$ cat src/rtl/idata_pkg.sv
package idata_pkg;
  localparam int unsigned DW = 8;
  localparam int unsigned AW = 8;
  localparam int unsigned PW = $clog2(DW);

  typedef enum logic [2:0] {
    AM_DIRECT   = 3'd0,
    AM_INDIRECT = 3'd1,
    AM_REG      = 3'd2,
    AM_BIT      = 3'd3,
    AM_PUSH     = 3'd4,
    AM_POP      = 3'd5,
    AM_PUSH16   = 3'd6,
    AM_POP16    = 3'd7
  } am_e;

  typedef enum logic {
    ST_IDLE   = 1'b0,
    ST_SECOND = 1'b1
  } st_e;
endpackage

$ cat src/rtl/idata_addr_map.sv
module idata_addr_map import idata_pkg::*; #(
  parameter logic [AW-1:0] BIT_BASE = 8'h20
) (
  input  am_e           mode_i,
  input  logic [AW-1:0] addr_i,
  input  logic [1:0]    bank_i,
  output logic          to_sfr_o,
  output logic [AW-1:0] ram_addr_o,
  output logic [AW-1:0] sfr_addr_o,
  output logic [PW-1:0] pos_o,
  output logic          is_port_o
);
  always_comb begin
    to_sfr_o   = 1'b0;
    ram_addr_o = addr_i;
    sfr_addr_o = addr_i;
    pos_o      = addr_i[PW-1:0];
    unique case (mode_i)
      AM_DIRECT:   to_sfr_o = addr_i[AW-1];
      AM_INDIRECT: to_sfr_o = 1'b0;
      AM_REG:      ram_addr_o = {{(AW-5){1'b0}}, bank_i, addr_i[2:0]};
      AM_BIT: begin
        to_sfr_o   = addr_i[AW-1];
        ram_addr_o = BIT_BASE + {{(PW+1){1'b0}}, addr_i[AW-2:PW]};
        sfr_addr_o = {addr_i[AW-1:PW], {PW{1'b0}}};
      end
      default:     to_sfr_o = 1'b0;
    endcase
  end

  // port SFRs sit at 0x80, 0x90, 0xA0, 0xB0
  assign is_port_o = sfr_addr_o[7] && !sfr_addr_o[6] && (sfr_addr_o[3:0] == 4'h0);
endmodule

$ cat src/rtl/idata_ram.sv
module idata_ram #(
  parameter int unsigned AW = 8,
  parameter int unsigned DW = 8
) (
  input  logic          clk_i,
  input  logic          we_i,
  input  logic [AW-1:0] waddr_i,
  input  logic [DW-1:0] wdata_i,
  input  logic [AW-1:0] raddr_i,
  output logic [DW-1:0] rdata_o
);
  localparam int unsigned DEPTH = 1 << AW;

  logic [DW-1:0] mem_q [DEPTH];

  always_ff @(posedge clk_i) begin
    if (we_i) mem_q[waddr_i] <= wdata_i;
  end

  assign rdata_o = mem_q[raddr_i];
endmodule

$ cat src/rtl/idata_bit_merge.sv
module idata_bit_merge #(
  parameter int unsigned DW = 8,
  localparam int unsigned PW = $clog2(DW)
) (
  input  logic [DW-1:0] byte_i,
  input  logic [PW-1:0] pos_i,
  input  logic          val_i,
  output logic [DW-1:0] byte_o,
  output logic          bit_o
);
  for (genvar i = 0; i < DW; i++) begin : g_bit
    assign byte_o[i] = (pos_i == PW'(i)) ? val_i : byte_i[i];
  end
  assign bit_o = byte_i[pos_i];
endmodule

$ cat src/rtl/idata_access_unit.sv
module idata_access_unit import idata_pkg::*; #(
  parameter logic [AW-1:0] ACC_ADDR = 8'hE0,
  parameter logic [AW-1:0] SP_RESET = 8'h07
) (
  input  logic            clk_i,
  input  logic            rst_ni,
  input  logic            req_valid_i,
  input  logic [2:0]      req_mode_i,
  input  logic [AW-1:0]   req_addr_i,
  input  logic            req_we_i,
  input  logic [2*DW-1:0] req_wdata_i,
  input  logic [1:0]      bank_i,
  input  logic [DW-1:0]   acc_i,
  input  logic [DW-1:0]   sfr_rdata_i,
  input  logic [DW-1:0]   sfr_latch_i,
  output logic [AW-1:0]   sfr_addr_o,
  output logic            sfr_re_o,
  output logic            sfr_we_o,
  output logic [DW-1:0]   sfr_wdata_o,
  output logic            acc_we_o,
  output logic [DW-1:0]   acc_wdata_o,
  output logic [2*DW-1:0] rdata_o,
  output logic            rbit_o,
  output logic [AW-1:0]   sp_o,
  output logic            busy_o,
  output logic            done_o
);
  am_e mode;
  assign mode = am_e'(req_mode_i);

  st_e             state_q, state_d;
  am_e             op_q, op_d;
  logic [AW-1:0]   sp_q, sp_d, sp_inc, sp_dec;
  logic [DW-1:0]   hold_q, hold_d;
  logic [AW-1:0]   hold_addr_q, hold_addr_d;
  logic            hold_acc_q, hold_acc_d;
  logic [2*DW-1:0] rdata_q, rdata_d;
  logic            rbit_q, rbit_d, done_q, done_d;

  logic            m_sfr, m_port;
  logic [AW-1:0]   m_ram_addr, m_sfr_addr;
  logic [PW-1:0]   m_pos;

  logic            ram_we;
  logic [AW-1:0]   ram_waddr, ram_raddr;
  logic [DW-1:0]   ram_wdata, ram_rdata;

  logic            is_acc, accept;
  logic [DW-1:0]   sfr_val, merge_in, merge_out;
  logic            merge_bit;

  idata_addr_map u_map (
    .mode_i     (mode),
    .addr_i     (req_addr_i),
    .bank_i     (bank_i),
    .to_sfr_o   (m_sfr),
    .ram_addr_o (m_ram_addr),
    .sfr_addr_o (m_sfr_addr),
    .pos_o      (m_pos),
    .is_port_o  (m_port)
  );

  idata_ram #(.AW(AW), .DW(DW)) u_ram (
    .clk_i   (clk_i),
    .we_i    (ram_we),
    .waddr_i (ram_waddr),
    .wdata_i (ram_wdata),
    .raddr_i (ram_raddr),
    .rdata_o (ram_rdata)
  );

  idata_bit_merge #(.DW(DW)) u_merge (
    .byte_i (merge_in),
    .pos_i  (m_pos),
    .val_i  (req_wdata_i[0]),
    .byte_o (merge_out),
    .bit_o  (merge_bit)
  );

  assign accept   = req_valid_i && (state_q == ST_IDLE);
  assign sp_inc   = sp_q + AW'(1);
  assign sp_dec   = sp_q - AW'(1);
  assign is_acc   = (m_sfr_addr == ACC_ADDR);
  assign sfr_val  = is_acc ? acc_i : sfr_rdata_i;
  assign merge_in = m_sfr ? sfr_val : ram_rdata;

  always_comb begin
    state_d     = state_q;
    op_d        = op_q;
    sp_d        = sp_q;
    hold_d      = hold_q;
    hold_addr_d = hold_addr_q;
    hold_acc_d  = hold_acc_q;
    rdata_d     = rdata_q;
    rbit_d      = rbit_q;
    done_d      = 1'b0;
    ram_we      = 1'b0;
    ram_waddr   = m_ram_addr;
    ram_wdata   = req_wdata_i[DW-1:0];
    ram_raddr   = m_ram_addr;
    sfr_addr_o  = '0;
    sfr_re_o    = 1'b0;
    sfr_we_o    = 1'b0;
    sfr_wdata_o = '0;
    acc_we_o    = 1'b0;
    acc_wdata_o = '0;

    if (state_q == ST_IDLE) begin
      if (accept) begin
        unique case (mode)
          AM_DIRECT, AM_INDIRECT, AM_REG: begin
            done_d = 1'b1;
            if (m_sfr) begin
              if (req_we_i) begin
                if (is_acc) begin
                  acc_we_o    = 1'b1;
                  acc_wdata_o = req_wdata_i[DW-1:0];
                end else begin
                  sfr_we_o    = 1'b1;
                  sfr_addr_o  = m_sfr_addr;
                  sfr_wdata_o = req_wdata_i[DW-1:0];
                end
              end else begin
                sfr_re_o   = !is_acc;
                sfr_addr_o = m_sfr_addr;
                rdata_d    = {{DW{1'b0}}, sfr_val};
              end
            end else if (req_we_i) begin
              ram_we = 1'b1;
            end else begin
              rdata_d = {{DW{1'b0}}, ram_rdata};
            end
          end
          AM_BIT: begin
            if (m_sfr) begin
              sfr_re_o   = !is_acc;
              sfr_addr_o = m_sfr_addr;
              if (req_we_i) begin
                hold_d      = merge_out;
                hold_addr_d = m_sfr_addr;
                hold_acc_d  = is_acc;
                op_d        = AM_BIT;
                state_d     = ST_SECOND;
              end else begin
                rbit_d = merge_bit & (m_port ? sfr_latch_i[m_pos] : 1'b1);
                done_d = 1'b1;
              end
            end else begin
              done_d = 1'b1;
              if (req_we_i) begin
                ram_we    = 1'b1;
                ram_wdata = merge_out;
              end else begin
                rbit_d = merge_bit;
              end
            end
          end
          AM_PUSH: begin
            ram_we    = 1'b1;
            ram_waddr = sp_inc;
            sp_d      = sp_inc;
            done_d    = 1'b1;
          end
          AM_POP: begin
            ram_raddr = sp_q;
            rdata_d   = {{DW{1'b0}}, ram_rdata};
            sp_d      = sp_dec;
            done_d    = 1'b1;
          end
          AM_PUSH16: begin
            ram_we    = 1'b1;
            ram_waddr = sp_inc;
            sp_d      = sp_inc;
            hold_d    = req_wdata_i[2*DW-1:DW];
            op_d      = AM_PUSH16;
            state_d   = ST_SECOND;
          end
          AM_POP16: begin
            ram_raddr = sp_q;
            hold_d    = ram_rdata;
            sp_d      = sp_dec;
            op_d      = AM_POP16;
            state_d   = ST_SECOND;
          end
          default: ;
        endcase
      end
    end else begin
      state_d = ST_IDLE;
      done_d  = 1'b1;
      unique case (op_q)
        AM_BIT: begin
          if (hold_acc_q) begin
            acc_we_o    = 1'b1;
            acc_wdata_o = hold_q;
          end else begin
            sfr_we_o    = 1'b1;
            sfr_addr_o  = hold_addr_q;
            sfr_wdata_o = hold_q;
          end
        end
        AM_PUSH16: begin
          ram_we    = 1'b1;
          ram_waddr = sp_inc;
          ram_wdata = hold_q;
          sp_d      = sp_inc;
        end
        AM_POP16: begin
          ram_raddr = sp_q;
          rdata_d   = {hold_q, ram_rdata};
          sp_d      = sp_dec;
        end
        default: ;
      endcase
    end
  end

  always_ff @(posedge clk_i or negedge rst_ni) begin
    if (!rst_ni) begin
      state_q     <= ST_IDLE;
      op_q        <= AM_DIRECT;
      sp_q        <= SP_RESET;
      hold_q      <= '0;
      hold_addr_q <= '0;
      hold_acc_q  <= 1'b0;
      rdata_q     <= '0;
      rbit_q      <= 1'b0;
      done_q      <= 1'b0;
    end else begin
      state_q     <= state_d;
      op_q        <= op_d;
      sp_q        <= sp_d;
      hold_q      <= hold_d;
      hold_addr_q <= hold_addr_d;
      hold_acc_q  <= hold_acc_d;
      rdata_q     <= rdata_d;
      rbit_q      <= rbit_d;
      done_q      <= done_d;
    end
  end

  assign rdata_o = rdata_q;
  assign rbit_o  = rbit_q;
  assign sp_o    = sp_q;
  assign busy_o  = (state_q == ST_SECOND);
  assign done_o  = done_q;
endmodule

$ cat config.mk
export PLATFORM = sky130hd
export DESIGN_NAME = idata_access_unit
export DESIGN_NICKNAME = d
export VERILOG_FILES = /design/src/rtl/idata_pkg.sv /design/src/rtl/idata_addr_map.sv /design/src/rtl/idata_ram.sv /design/src/rtl/idata_bit_merge.sv /design/src/rtl/idata_access_unit.sv
export SDC_FILE = /design/constraint.sdc
export NUM_CORES = 2
export LEC_CHECK = 0
export BUFFER_PORTS_ARGS = -buffer_cell sky130_fd_sc_hd__buf_2
export CORE_AREA = 4 4 369 371
export DETAILED_ROUTE_END_ITERATION = 10
export DIE_AREA = 0 0 373 375
export PLACE_DENSITY = 0.76
export REMOVE_ABC_BUFFERS = 1
export SLEW_MARGIN = 20
export SYNTH_ARGS = -nofsm -noshare
export SYNTH_HDL_FRONTEND = slang
export SYNTH_HIERARCHICAL = 1
export SYNTH_SLANG_ARGS = --single-unit
$ cat constraint.sdc
create_clock -name clk_i -period 16.1 [get_ports clk_i]
set_clock_uncertainty 0.2 [all_clocks]
set_input_delay 2.415 -clock clk_i [delete_from_list [all_inputs] [get_ports clk_i]]
set_output_delay 2.415 -clock clk_i [all_outputs]
set_load 0.01 [all_outputs]
==> key figures <==
Clock network
  • Total CTS buffers: slightly below 200
  • CTS tree: done
  • Hold-fix buffers at CTS: 0
  • Clock transition at the registers of the reported paths: 60 ps
  • Clock Sinks: 2095
  • Maximum clock insertion buffer count: 3
  • H-tree Lvls: 4
  • Latest clock arrival within the worst-skew pair: 840 ps
  • Root Buffer Master: clkbuf_16
  • # resized after CTS: 0
  • Post-CTS setup buffers: 0

Worst hold path
  • Worst Min Path Start: rdata_o[12]
  • Worst Hold Class: flip-flop to flip-flop
  • Hold path endpoint: rdata_o[12]
  • Worst Hold Depth: 2

Critical path
  • Reg-to-reg critical path endpoint: u_ram/mem_q[162][0]
  • Worst-case reg-to-reg path depth: 17
  • Worst Path Arrival: 10420 ps
  • Startpoint types: primary input
  • Crit Path Category: primary input to flip-flop
  • Data required time of the worst path: 16350 ps
  • Critical-path maximum fanout: 232
  • R2R Setup Slk: roughly 7100 ps
  • Reg2reg start: busy_o
  • Worst Setup End Kind: flip-flop

Floorplan
  • Top Ports: 111
  • Std-Cell Rows: 134
  • Core box area: 0.133 mm²
  • Full die area: 0.140 mm²
  • Initial core utilization: 62.7%
  • DIE HEIGHT: 375 µm
  • Die X: between 300 and 400 µm

Drt
  • Post-Route WL: 207000 µm
  • Via density: about 7
  • Routed len/inst: 33.2 µm
  • DR iter-0 viols: 7044
  • Routed Antenna Nets: 0
  • DRT Pass-1 Iters: 8
  • Drt drc: 0
  • Total number of vias: 44000

GRT
  • Tot GR Track Use: ~30%
  • Initial antenna violation count: 6
  • Vias in the first global route: between 40000 and 50000
  • Pin count of the biggest net entering global routing: 257
  • Total gr overflow: 0
  • Global-route wire length before repair: just over 300000 µm

Flow run
  • MaxCap Viol Count: 0

Placed design
  • Placed Area: 0.0855 mm²
  • Setup slack after placement: 5080 ps
  • Inst Count DP: 5874
  • Number of port buffers: 110
  • Final GP Congestion: roughly 0.9
  • Detailed placement HPWL: 121000 µm

Power and ir drop
  • P_leak: 28.9 nW
  • VDD IR-drop max: 0.0945 mV
  • Tot Pwr: between 10 and 15 mW
  • P per Cell Area: 133 mW/mm²

Timing
  • Period utilization: 63.2%
  • Max-slew violation count: 0
  • Setup WS post-layout: 5920 ps
  • Setup TNS: 0 ps
  • Max transition margin: 9.99%
  • F_max: 98.2 MHz
  • Final setup violation count: 0
  • Tightest Pin Transition: 1350 ps
  • Period minus WS final: 10180 ps
  • Final-report hold violation count: 0
  • RSZ-0062 raised after global routing: no
  • Hold_ws: 288 ps

Synth
  • Netlist cell types: 81
  • Number of flops mapped to enable cells by yosys: between 2000 and 2500
  • Sequential area share after synthesis: around 75%
  • Main synth FF type: edfxtp_1
  • Yosys warns: 6
  • Synth Cell Area: 0.0833 mm²
  • Synthesized area per cell: 19.9 µm²
  • Gate Count Post-Synth: 4178
  • Async set-or-reset flop fraction in the synthesized netlist: between 2 and 2.5%
  • Flops & latches, synth: 2095

Cells and area
  • Share of cells above drive strength 1: 23.1%
  • Most common cell after layout, fill and taps aside: edfxtp_1
  • Final Non-Filler Cells: 6249
  • NumNets Final: about 4400
  • Synth-to-layout area growth: 10.5%
  • Fin area: 0.0921 mm²
  • Most frequent cells in the layout: edfxtp_1, mux4_2, nor2_1
  • Final Util: 69.3%
  • Filler Cell Count: just under 8000

Status
  • Status: finished clean
## kinds of logic (layout without fill, tap and decap cells)
| kind of cell | count (synthesis) | after routing | synth area share, % |
|---|---|---|---|
| buffers and inverters | 282 | 583 | 2.04 |
| DFF | 2095 | 2095 | 75.2 |
| xor gates and xnor gates | 14 | 14 | 0.147 |
| and+or+nand+nor | 621 | 621 | 3.41 |
| muxes | 669 | 669 | 15.0 |
| adders and majority gates | 2 | 2 | 0.0300 |
| AOI/OAI and AO/OA | 495 | 495 | 4.16 |
| other | 0 | 2 | 0 |
## Yosys cell counts, types with 9 or more instances
cell type | instances | area [µm²]
edfxtp_1 | 2048 | 61500
mux4_2 | 457 | 10300
nor2_1 | 316 | 1190
mux2i_1 | 177 | 1770
a22oi_1 | 133 | 998
clkbuf_1 | 130 | 488
a21oi_1 | 121 | 606
nand2_1 | 99 | 372
o221ai_1 | 48 | 420
dfrtp_1 | 44 | 1100
o21ai_0 | 43 | 215
nand3_1 | 40 | 200
buf_4 | 37 | 278
buf_2 | 36 | 180
nor2b_1 | 33 | 206
nor3_1 | 28 | 140
o22ai_1 | 28 | 175
mux2_2 | 26 | 293
nor4_1 | 25 | 156
buf_1 | 23 | 86.3
buf_6 | 22 | 248
a22o_1 | 17 | 149
a211oi_1 | 16 | 120
nand2b_1 | 16 | 100
a221oi_1 | 13 | 114
buf_8 | 13 | 195
nand4_1 | 12 | 75.1
and2_1 | 11 | 68.8
inv_1 | 11 | 41.3
o211ai_1 | 10 | 75.1
buf_12 | 9 | 180
## per-layer routing
layer	share of wire [%]	GRT usage, %	vias to the layer above	routed length [µm]
li1	-	-	17600	-
met1	37	43.2	22700	76000
met2	47	45.0	3253	97200
met3	12	6.79	455	25900
met4	4.0	11.1	2	8330
met5	0.0072	0	-	15
## critical path: stages
cell       delay (ps)
buf_2             400
nand2_1           190
o21ai_1           800
mux2_8            690
buf_12            650
mux4_2            350
mux4_2            220
nor2_1             40
a2111oi_1        1130
nor3_1            440
nor4_2            620
nor2_1            140
a21oi_1           200
mux2_2            200
mux2i_1           100
mux2i_4           740
buf_12            690
## report_power, final
part	internal, mW	switching, mW	total, mW
Sequential	6.09	0.0531	6.14
Combinational	0.544	0.968	1.51
Clock	2.65	1.99	4.64
## final cells by class
class                   count  area, µm²  area share (%)
diodes                      2       5.00         0.00543
clock buffers             245       5220            5.67
clock inverters           124       1260            1.37
inverters                  12       45.0          0.0489
multi-input cells        1801      19200            20.8
flip-flops and latches   2095      62700            68.1
well taps                1768       2210            2.40
repair buffers            202       1490            1.62
## flip-flops by register name, summed over array words and instances (netlist names)
name and count:
done_o 1, rbit_o 1, busy_o 1, rdata_o 16
hold_addr_q 8, hold_q 8, hold_acc_q 1, sp_o 8
u_ram/mem_q 2048, op_q 3
## worst max path at each step
stage | depth (start not counted) | to | slack, ps | startpoint
final | 17 | u_ram/mem_q[162][0] | 5920 | req_mode_i[0]
after global routing | 18 | u_ram/mem_q[171][3] | 5430 | req_mode_i[0]
after CTS | 18 | u_ram/mem_q[171][3] | 5930 | req_mode_i[0]
after detailed placement | 18 | u_ram/mem_q[161][3] | 5080 | req_mode_i[0]
after global placement | 18 | u_ram/mem_q[168][3] | 5280 | req_mode_i[0]
after floorplan | 14 | u_ram/mem_q[0][1] | -10880 | req_mode_i[2]
Note: power is estimated with default switching activity, not from simulation.
